### config.mk
export PLATFORM = sky130hd
export DESIGN_NAME = ds1_idle_gen
export DESIGN_NICKNAME = d
export VERILOG_FILES = /design/src/rtl/ds1_idle_pkg.sv /design/src/rtl/ds1_qrs_gen.sv /design/src/rtl/ds1_esf_gen.sv /design/src/rtl/ds1_chan_mask.sv /design/src/rtl/ds1_idle_gen.sv
export SDC_FILE = /design/constraint.sdc
export NUM_CORES = 1
export LEC_CHECK = 0
export BUFFER_PORTS_ARGS = -buffer_cell sky130_fd_sc_hd__buf_2
export CORE_MARGIN = 1.5
export CORE_UTILIZATION = 35
export CTS_CLUSTER_DIAMETER = 60
export CTS_CLUSTER_SIZE = 8
export DETAILED_ROUTE_END_ITERATION = 7
export PLACE_DENSITY = 0.55
export SETUP_SLACK_MARGIN = 0.5
export SKIP_LAST_GASP = 1
export SYNTH_ARGS = -nofsm -noshare
export SYNTH_HDL_FRONTEND = slang
export SYNTH_SLANG_ARGS = --single-unit
### constraint.sdc
create_clock -name clk_i -period 2.4 [get_ports clk_i]
set_input_delay 0.48 -clock clk_i [delete_from_list [all_inputs] [get_ports clk_i]]
set_output_delay 0.48 -clock clk_i [all_outputs]
set_load 0.02 [all_outputs]
### src/rtl/ds1_idle_pkg.sv
`timescale 1ns/1ps
package ds1_idle_pkg;

  typedef enum logic [1:0] {
    MODE_QRS = 2'd0,
    MODE_ESF = 2'd1,
    MODE_AIS = 2'd2
  } idle_mode_e;

  // bit 0 low: quasi-random; 01: framed ones; 11: unframed ones
  function automatic idle_mode_e decode_sel(input logic [1:0] sel);
    if (!sel[0])      return MODE_QRS;
    else if (!sel[1]) return MODE_ESF;
    else              return MODE_AIS;
  endfunction

endpackage

### src/rtl/ds1_qrs_gen.sv
`timescale 1ns/1ps
module ds1_qrs_gen #(
  parameter int LFSR_W = 20,
  parameter int TAP    = 17,
  parameter int ZMAX   = 14
) (
  input  logic clk_i,
  input  logic rst_ni,
  input  logic tick_i,
  output logic qrs_o
);

  localparam int ZCNT_W = $clog2(ZMAX + 1) + 1;

  logic [LFSR_W-1:0] lfsr_q;
  logic              fb;

  assign fb    = lfsr_q[LFSR_W-1] ^ lfsr_q[TAP-1];
  // window of the current raw bit and the following ZMAX-1 raw bits
  assign qrs_o = lfsr_q[LFSR_W-1] | ~(|lfsr_q[LFSR_W-1 -: ZMAX]);

  always_ff @(posedge clk_i or negedge rst_ni) begin
    if (!rst_ni)     lfsr_q <= '1;
    else if (tick_i) lfsr_q <= {lfsr_q[LFSR_W-2:0], fb};
  end

  // run-length monitor for the zero-suppression guarantee
  logic [ZCNT_W-1:0] zrun_q;
  always_ff @(posedge clk_i or negedge rst_ni) begin
    if (!rst_ni) zrun_q <= '0;
    else if (tick_i) begin
      if (qrs_o) zrun_q <= '0;
      else if (zrun_q != {ZCNT_W{1'b1}}) zrun_q <= zrun_q + 1'b1;
    end
  end

  a_r3_zero_run: assert property (@(posedge clk_i) disable iff (!rst_ni)
    zrun_q < ZCNT_W'(ZMAX));

  a_r2_lfsr_live: assert property (@(posedge clk_i) disable iff (!rst_ni)
    lfsr_q != '0);

  a_r10_hold: assert property (@(posedge clk_i) disable iff (!rst_ni)
    !tick_i |=> $stable(lfsr_q));

endmodule

### src/rtl/ds1_esf_gen.sv
`timescale 1ns/1ps
module ds1_esf_gen #(
  parameter int              FRAME_BITS = 193,
  parameter int              FRAMES     = 24,
  parameter int              CRC_W      = 6,
  parameter logic [CRC_W-1:0] CRC_POLY  = 6'h03,
  parameter logic [CRC_W-1:0] FPS_PAT   = 6'b001011
) (
  input  logic clk_i,
  input  logic rst_ni,
  input  logic tick_i,
  output logic esf_o,
  output logic sf_end_o
);

  localparam int BIT_W  = $clog2(FRAME_BITS);
  localparam int FR_W   = $clog2(FRAMES);
  localparam int SLOT_W = FR_W - 2;
  localparam int NSLOT  = FRAMES / 4;

  logic [BIT_W-1:0]  bit_q;
  logic [FR_W-1:0]   frame_q;
  logic [CRC_W-1:0]  crc_acc_q, crc_tx_q, crc_nxt;
  logic              last_bit, crc_din, fps_bit, crc_bit, framing;
  logic [SLOT_W-1:0] slot;

  assign last_bit = (bit_q == BIT_W'(FRAME_BITS - 1));
  assign sf_end_o = last_bit && (frame_q == FR_W'(FRAMES - 1));
  assign slot     = frame_q[FR_W-1:2];

  always_ff @(posedge clk_i or negedge rst_ni) begin
    if (!rst_ni) begin
      bit_q   <= '0;
      frame_q <= '0;
    end else if (tick_i) begin
      if (last_bit) begin
        bit_q   <= '0;
        frame_q <= sf_end_o ? '0 : frame_q + 1'b1;
      end else begin
        bit_q <= bit_q + 1'b1;
      end
    end
  end

  // payload is all ones; framing positions count as ones for the CRC
  localparam logic PAYLOAD = 1'b1;
  assign crc_din = (bit_q == '0) | PAYLOAD;
  assign crc_nxt = {crc_acc_q[CRC_W-2:0], 1'b0}
                 ^ ((crc_din ^ crc_acc_q[CRC_W-1]) ? CRC_POLY : '0);

  always_ff @(posedge clk_i or negedge rst_ni) begin
    if (!rst_ni) begin
      crc_acc_q <= '0;
      crc_tx_q  <= '0;
    end else if (tick_i) begin
      if (sf_end_o) begin
        crc_tx_q  <= crc_nxt;
        crc_acc_q <= '0;
      end else begin
        crc_acc_q <= crc_nxt;
      end
    end
  end

  always_comb begin
    fps_bit = 1'b1;
    crc_bit = 1'b1;
    for (int k = 0; k < NSLOT; k++) begin
      if (slot == SLOT_W'(k)) begin
        fps_bit = FPS_PAT[NSLOT-1-k];
        crc_bit = crc_tx_q[CRC_W-1-k];
      end
    end
  end

  always_comb begin
    unique case (frame_q[1:0])
      2'b11:   framing = fps_bit;
      2'b01:   framing = crc_bit;
      default: framing = 1'b1;
    endcase
  end

  assign esf_o = (bit_q == '0) ? framing : PAYLOAD;

  a_r4_bit_range: assert property (@(posedge clk_i) disable iff (!rst_ni)
    bit_q < BIT_W'(FRAME_BITS) && frame_q < FR_W'(FRAMES));

  a_r4_payload_ones: assert property (@(posedge clk_i) disable iff (!rst_ni)
    (bit_q != '0) |-> esf_o);

  a_r5_first_fps: assert property (@(posedge clk_i) disable iff (!rst_ni)
    (bit_q == '0 && frame_q == FR_W'(3)) |-> !esf_o);

  a_r4_advance: assert property (@(posedge clk_i) disable iff (!rst_ni)
    (tick_i && !last_bit) |=> bit_q == $past(bit_q) + 1'b1);

  a_r6_crc_hold: assert property (@(posedge clk_i) disable iff (!rst_ni)
    !(tick_i && sf_end_o) |=> $stable(crc_tx_q));

endmodule

### src/rtl/ds1_chan_mask.sv
`timescale 1ns/1ps
module ds1_chan_mask #(
  parameter int NUM_CH = 24
) (
  input  logic              clk_i,
  input  logic              rst_ni,
  input  logic [NUM_CH-1:0] idle_en_i,
  input  logic [NUM_CH-1:0] lpbk_i,
  output logic [NUM_CH-1:0] subst_o
);

  for (genvar ch = 0; ch < NUM_CH; ch++) begin : g_ch
    always_ff @(posedge clk_i or negedge rst_ni) begin
      if (!rst_ni) subst_o[ch] <= 1'b0;
      else         subst_o[ch] <= idle_en_i[ch] && !lpbk_i[ch];
    end
  end

  a_r9_lpbk_wins: assert property (@(posedge clk_i) disable iff (!rst_ni)
    1'b1 |=> (subst_o & $past(lpbk_i)) == '0);

  a_r9_needs_en: assert property (@(posedge clk_i) disable iff (!rst_ni)
    1'b1 |=> (subst_o & ~$past(idle_en_i)) == '0);

endmodule

### src/rtl/ds1_idle_gen.sv
`timescale 1ns/1ps
module ds1_idle_gen
  import ds1_idle_pkg::*;
#(
  parameter int NUM_CH     = 24,
  parameter int FRAME_BITS = 193,
  parameter int FRAMES     = 24,
  parameter int LFSR_W     = 20,
  parameter int LFSR_TAP   = 17,
  parameter int ZMAX       = 14
) (
  input  logic              clk_i,
  input  logic              rst_ni,
  input  logic              tick_i,
  input  logic [1:0]        sel_i,
  input  logic [NUM_CH-1:0] idle_en_i,
  input  logic [NUM_CH-1:0] lpbk_i,
  output logic              idle_bit_o,
  output logic [NUM_CH-1:0] subst_o
);

  idle_mode_e mode_q;
  logic       qrs_bit, esf_bit, sf_end;

  ds1_qrs_gen #(.LFSR_W(LFSR_W), .TAP(LFSR_TAP), .ZMAX(ZMAX)) i_qrs (
    .clk_i, .rst_ni, .tick_i, .qrs_o(qrs_bit)
  );

  ds1_esf_gen #(.FRAME_BITS(FRAME_BITS), .FRAMES(FRAMES)) i_esf (
    .clk_i, .rst_ni, .tick_i, .esf_o(esf_bit), .sf_end_o(sf_end)
  );

  ds1_chan_mask #(.NUM_CH(NUM_CH)) i_mask (
    .clk_i, .rst_ni, .idle_en_i, .lpbk_i, .subst_o
  );

  always_ff @(posedge clk_i or negedge rst_ni) begin
    if (!rst_ni)                mode_q <= MODE_QRS;
    else if (tick_i && sf_end)  mode_q <= decode_sel(sel_i);
  end

  always_comb begin
    unique case (mode_q)
      MODE_ESF: idle_bit_o = esf_bit;
      MODE_AIS: idle_bit_o = 1'b1;
      default:  idle_bit_o = qrs_bit;
    endcase
  end

  a_r8_mode_at_boundary: assert property (@(posedge clk_i) disable iff (!rst_ni)
    (mode_q != $past(mode_q)) |-> $past(tick_i && sf_end));

  a_r7_ais_ones: assert property (@(posedge clk_i) disable iff (!rst_ni)
    (mode_q == MODE_AIS) |-> idle_bit_o);

  a_r1_legal_mode: assert property (@(posedge clk_i) disable iff (!rst_ni)
    mode_q != idle_mode_e'(2'd3));

endmodule

==> results.py <==
metrics = {
    "routing": {
        "dr_total_vias": 1950,
        "wire_per_inst_microns": 12.5,
        "wl_microns": 5300,
        "drt-initial-drc-count": 40,
        "dr.pass1.iters": 4,
        "route.antenna.remaining_nets": 0,
        "viasPerCell": 4.61,
        "drc": 0,
    },
    "yosys": {
        "seq_area_frac_synth": 0.608,
        "synth_compound_area_frac": 0.0565,
        "synth_warnings": 0,
        "synth-edff-count": 0,
        "syn_area_per_cell_sq_um": 13.5,
        "ys_seq_elements": 71,
        "yosys.area_share.adder": 0.0253,
        "synth_top_family_by_area": "simple AND/OR/NAND/NOR gates",
        "syn_nets": 278,
        "yosys_most_used_dff": "dfrtp_1",
        "ys_types": 44,
        "synth_xor_area_frac": 0.0236,
        "yosys-mux-area-fraction": 0.123,
        "synth_cells": 219,
        "synthesis.area_sq_um": 2970,
        "synth-simple-area-share": 0.140,
        "async_reset_ff_frac": 1.00,
    },
    "sta": {
        "final-hold-violation-count": 0,
        "whs_ps": 105,
        "rsz0062_at_grt": "true",
        "finalCriticalPeriod_ps": 2650,
        "skew_ps": 6.89,
        "final-setup-viol-count": 1,
        "period_share": 1.10,
        "finalMaxSlewViolations": 0,
        "fmax_mhz": 377,
        "relSlewSlack": 0.657,
        "tightestPinTransition_ps": 514,
        "setup_slack_ps": -250,
    },
    "critical_path": {
        "crit_start": "mode_q[0]",
        "crit_type": "reg2out",
        "arrival_ps": 2170,
        "cp_data_required_time_ps": 1920,
        "cp_max_fo": 3,
        "start_kind": "register",
        "reg2reg_from": "i_esf.bit_q[0]",
        "r2r_cells": 6,
        "worstSetupEndpointType": "output port",
    },
    "min_path": {
        "min_path_type": "in2async",
    },
    "status": {
        "violations": "negative setup slack",
        "status": "complete, but fails checks",
    },
    "global_routing": {
        "gr-total-overflow": 0,
        "grt_max_degree": 51,
        "grt_pass1_wl_microns": 9140,
        "antenna_found_initial": 0,
        "grt_pass1_vias": 2007,
        "track_usage": 0.135,
    },
    "final_layout": {
        "syn2layout_area_growth_pct": 29.1,
        "final.fill_count": 747,
        "layout-drive-gt1-share": 0.513,
        "antenna_cells": 0,
        "nNetsFinal": 372,
        "instances_no_fill": 423,
        "final_common_cell": "buf_2",
        "mostFrequentLayoutCells": "buf_2 (76), dfrtp_1 (50), nor2b_1 (25)",
    },
    "floorplanning": {
        "fp.dieArea_sq_um": 9030,
        "ios": 78,
        "start_util": 0.361,
        "num_rows": 33,
        "core_sq_um": 8220,
        "die_h_microns": 95.0,
        "fp.dieW_microns": 95.0,
    },
    "clock_network": {
        "cts.clk_slew.worst_paths_ps": 70,
        "clock-sinks": 71,
        "cts_max_path_buffers": 2,
        "cts_made_buffers": 9,
        "cts_root_buffer": "clkbuf_8",
        "ctsHtreeMaxLevel": 3,
        "worstSkewPairLatency_ps": 340,
        "cts_tree": "done",
    },
    "placed_design": {
        "place_inst": 400,
        "port_buffers": 77,
        "gp_congestion": 0.713,
        "place_hpwl_microns": 3750,
        "post-place-ws_ps": 8.53,
    },
    "pwr": {
        "vdd_drop_max_mv": 0.386,
        "powerDensity_nw_per_um2": 923,
        "p_total_w": 0.00353,
        "p_leak_nw": 1.87,
    },
    "run": {
        "cap_viol_max_count": 0,
    },
}
[cell families after synthesis]
logic type	count (synthesis)
buffers and inverters	14
muxes	31
xor gates and xnor gates	8
DFF	71
adders and majority gates	6
AOI/OAI and AO/OA	23
and+or+nand+nor	66
[final timing paths]
path / to / slack, ps
min in group clk_i: i_mask.subst_o[4] / 270
max in group asynchronous: i_qrs.lfsr_q[7] / 1610
min reg2reg: i_qrs.lfsr_q[0] / 490
min: i_esf.frame_q[2] / 100
max reg2reg: i_esf.crc_tx_q[1] / 510
max: idle_bit_o / -250
[report_power, final]
part	switching, W	total (W)	internal [W]
combinational	0.000263	0.000627	0.000364
clock	0.000443	0.00114	0.000698
sequential	0.000192	0.00177	0.00157
[state kept, by name, summed over array words and instances (netlist names)]
signal	cells
i_esf.frame_q	5
i_qrs.lfsr_q	20
mode_q	2
i_esf.crc_acc_q	6
i_esf.bit_q	8
i_mask.subst_o	24
i_esf.crc_tx_q	6
[stage by stage]
stage / cell area (sq um) / utilization / setup TNS [ps]
after floorplan: 2970 / - / 0
after global placement: 3490 / 0.425 / 0
after detailed placement: 3490 / 0.425 / 0
after CTS: 3780 / 0.460 / -287
after global routing: 3830 / 0.466 / -340
final: 3830 / 0.466 / -250
[final cells by class]
class / instances / area (sq um) / share of cell area
sequential: 71 / 1800 / 0.471
multi-input combinational: 134 / 1130 / 0.295
timing repair buffer: 87 / 483 / 0.126
tap: 105 / 131 / 0.0343
clock buffer: 10 / 128 / 0.0333
clock inverter: 6 / 116 / 0.0304
inverter: 10 / 37.5 / 0.00981
[critical path: stages, from the launching register on]
cell	delay, ps
dfrtp_1	390
inv_2	80
ha_4	200
or4_4	400
or3_4	330
o31a_1	300
buf_6	130
[timing repair]
action                     in CTS  in global routing
pin swaps                       3                  5
resized for setup               4                  8
setup buffers                   4                  3
setup endpoints to repair      11                 15
hold buffers                    0                  0
[layer usage]
| metal | vias up | part of all wire | track usage |
|---|---|---|---|
| li1 | 950 | - | - |
| met1 | 923 | 0.44 | 0.159 |
| met2 | 68 | 0.46 | 0.214 |
| met3 | 9 | 0.082 | 0.0646 |
| met4 | 0 | 0.018 | 0.0522 |
| met5 | - | 0 | 0 |
[Yosys cell counts, drive strengths merged, types with 3 or more instances]
library cell  number  area [sq um]
a21oi              4          20.0
inv               10          37.5
clkbuf             3          21.3
dfrtp             51          1280
a22o               6          52.6
xnor2              6          52.6
or3                3          25.0
nand2             12          52.6
ha                 6          75.1
dfstp             20           526
o21ai              3          15.0
mux2i              5          50.1
nor2               5          18.8
nor2b             25           156
nand4              3          18.8
mux2              26           315
nor3               4          20.0
No activity file was read; power rests on OpenSTA's default activity.
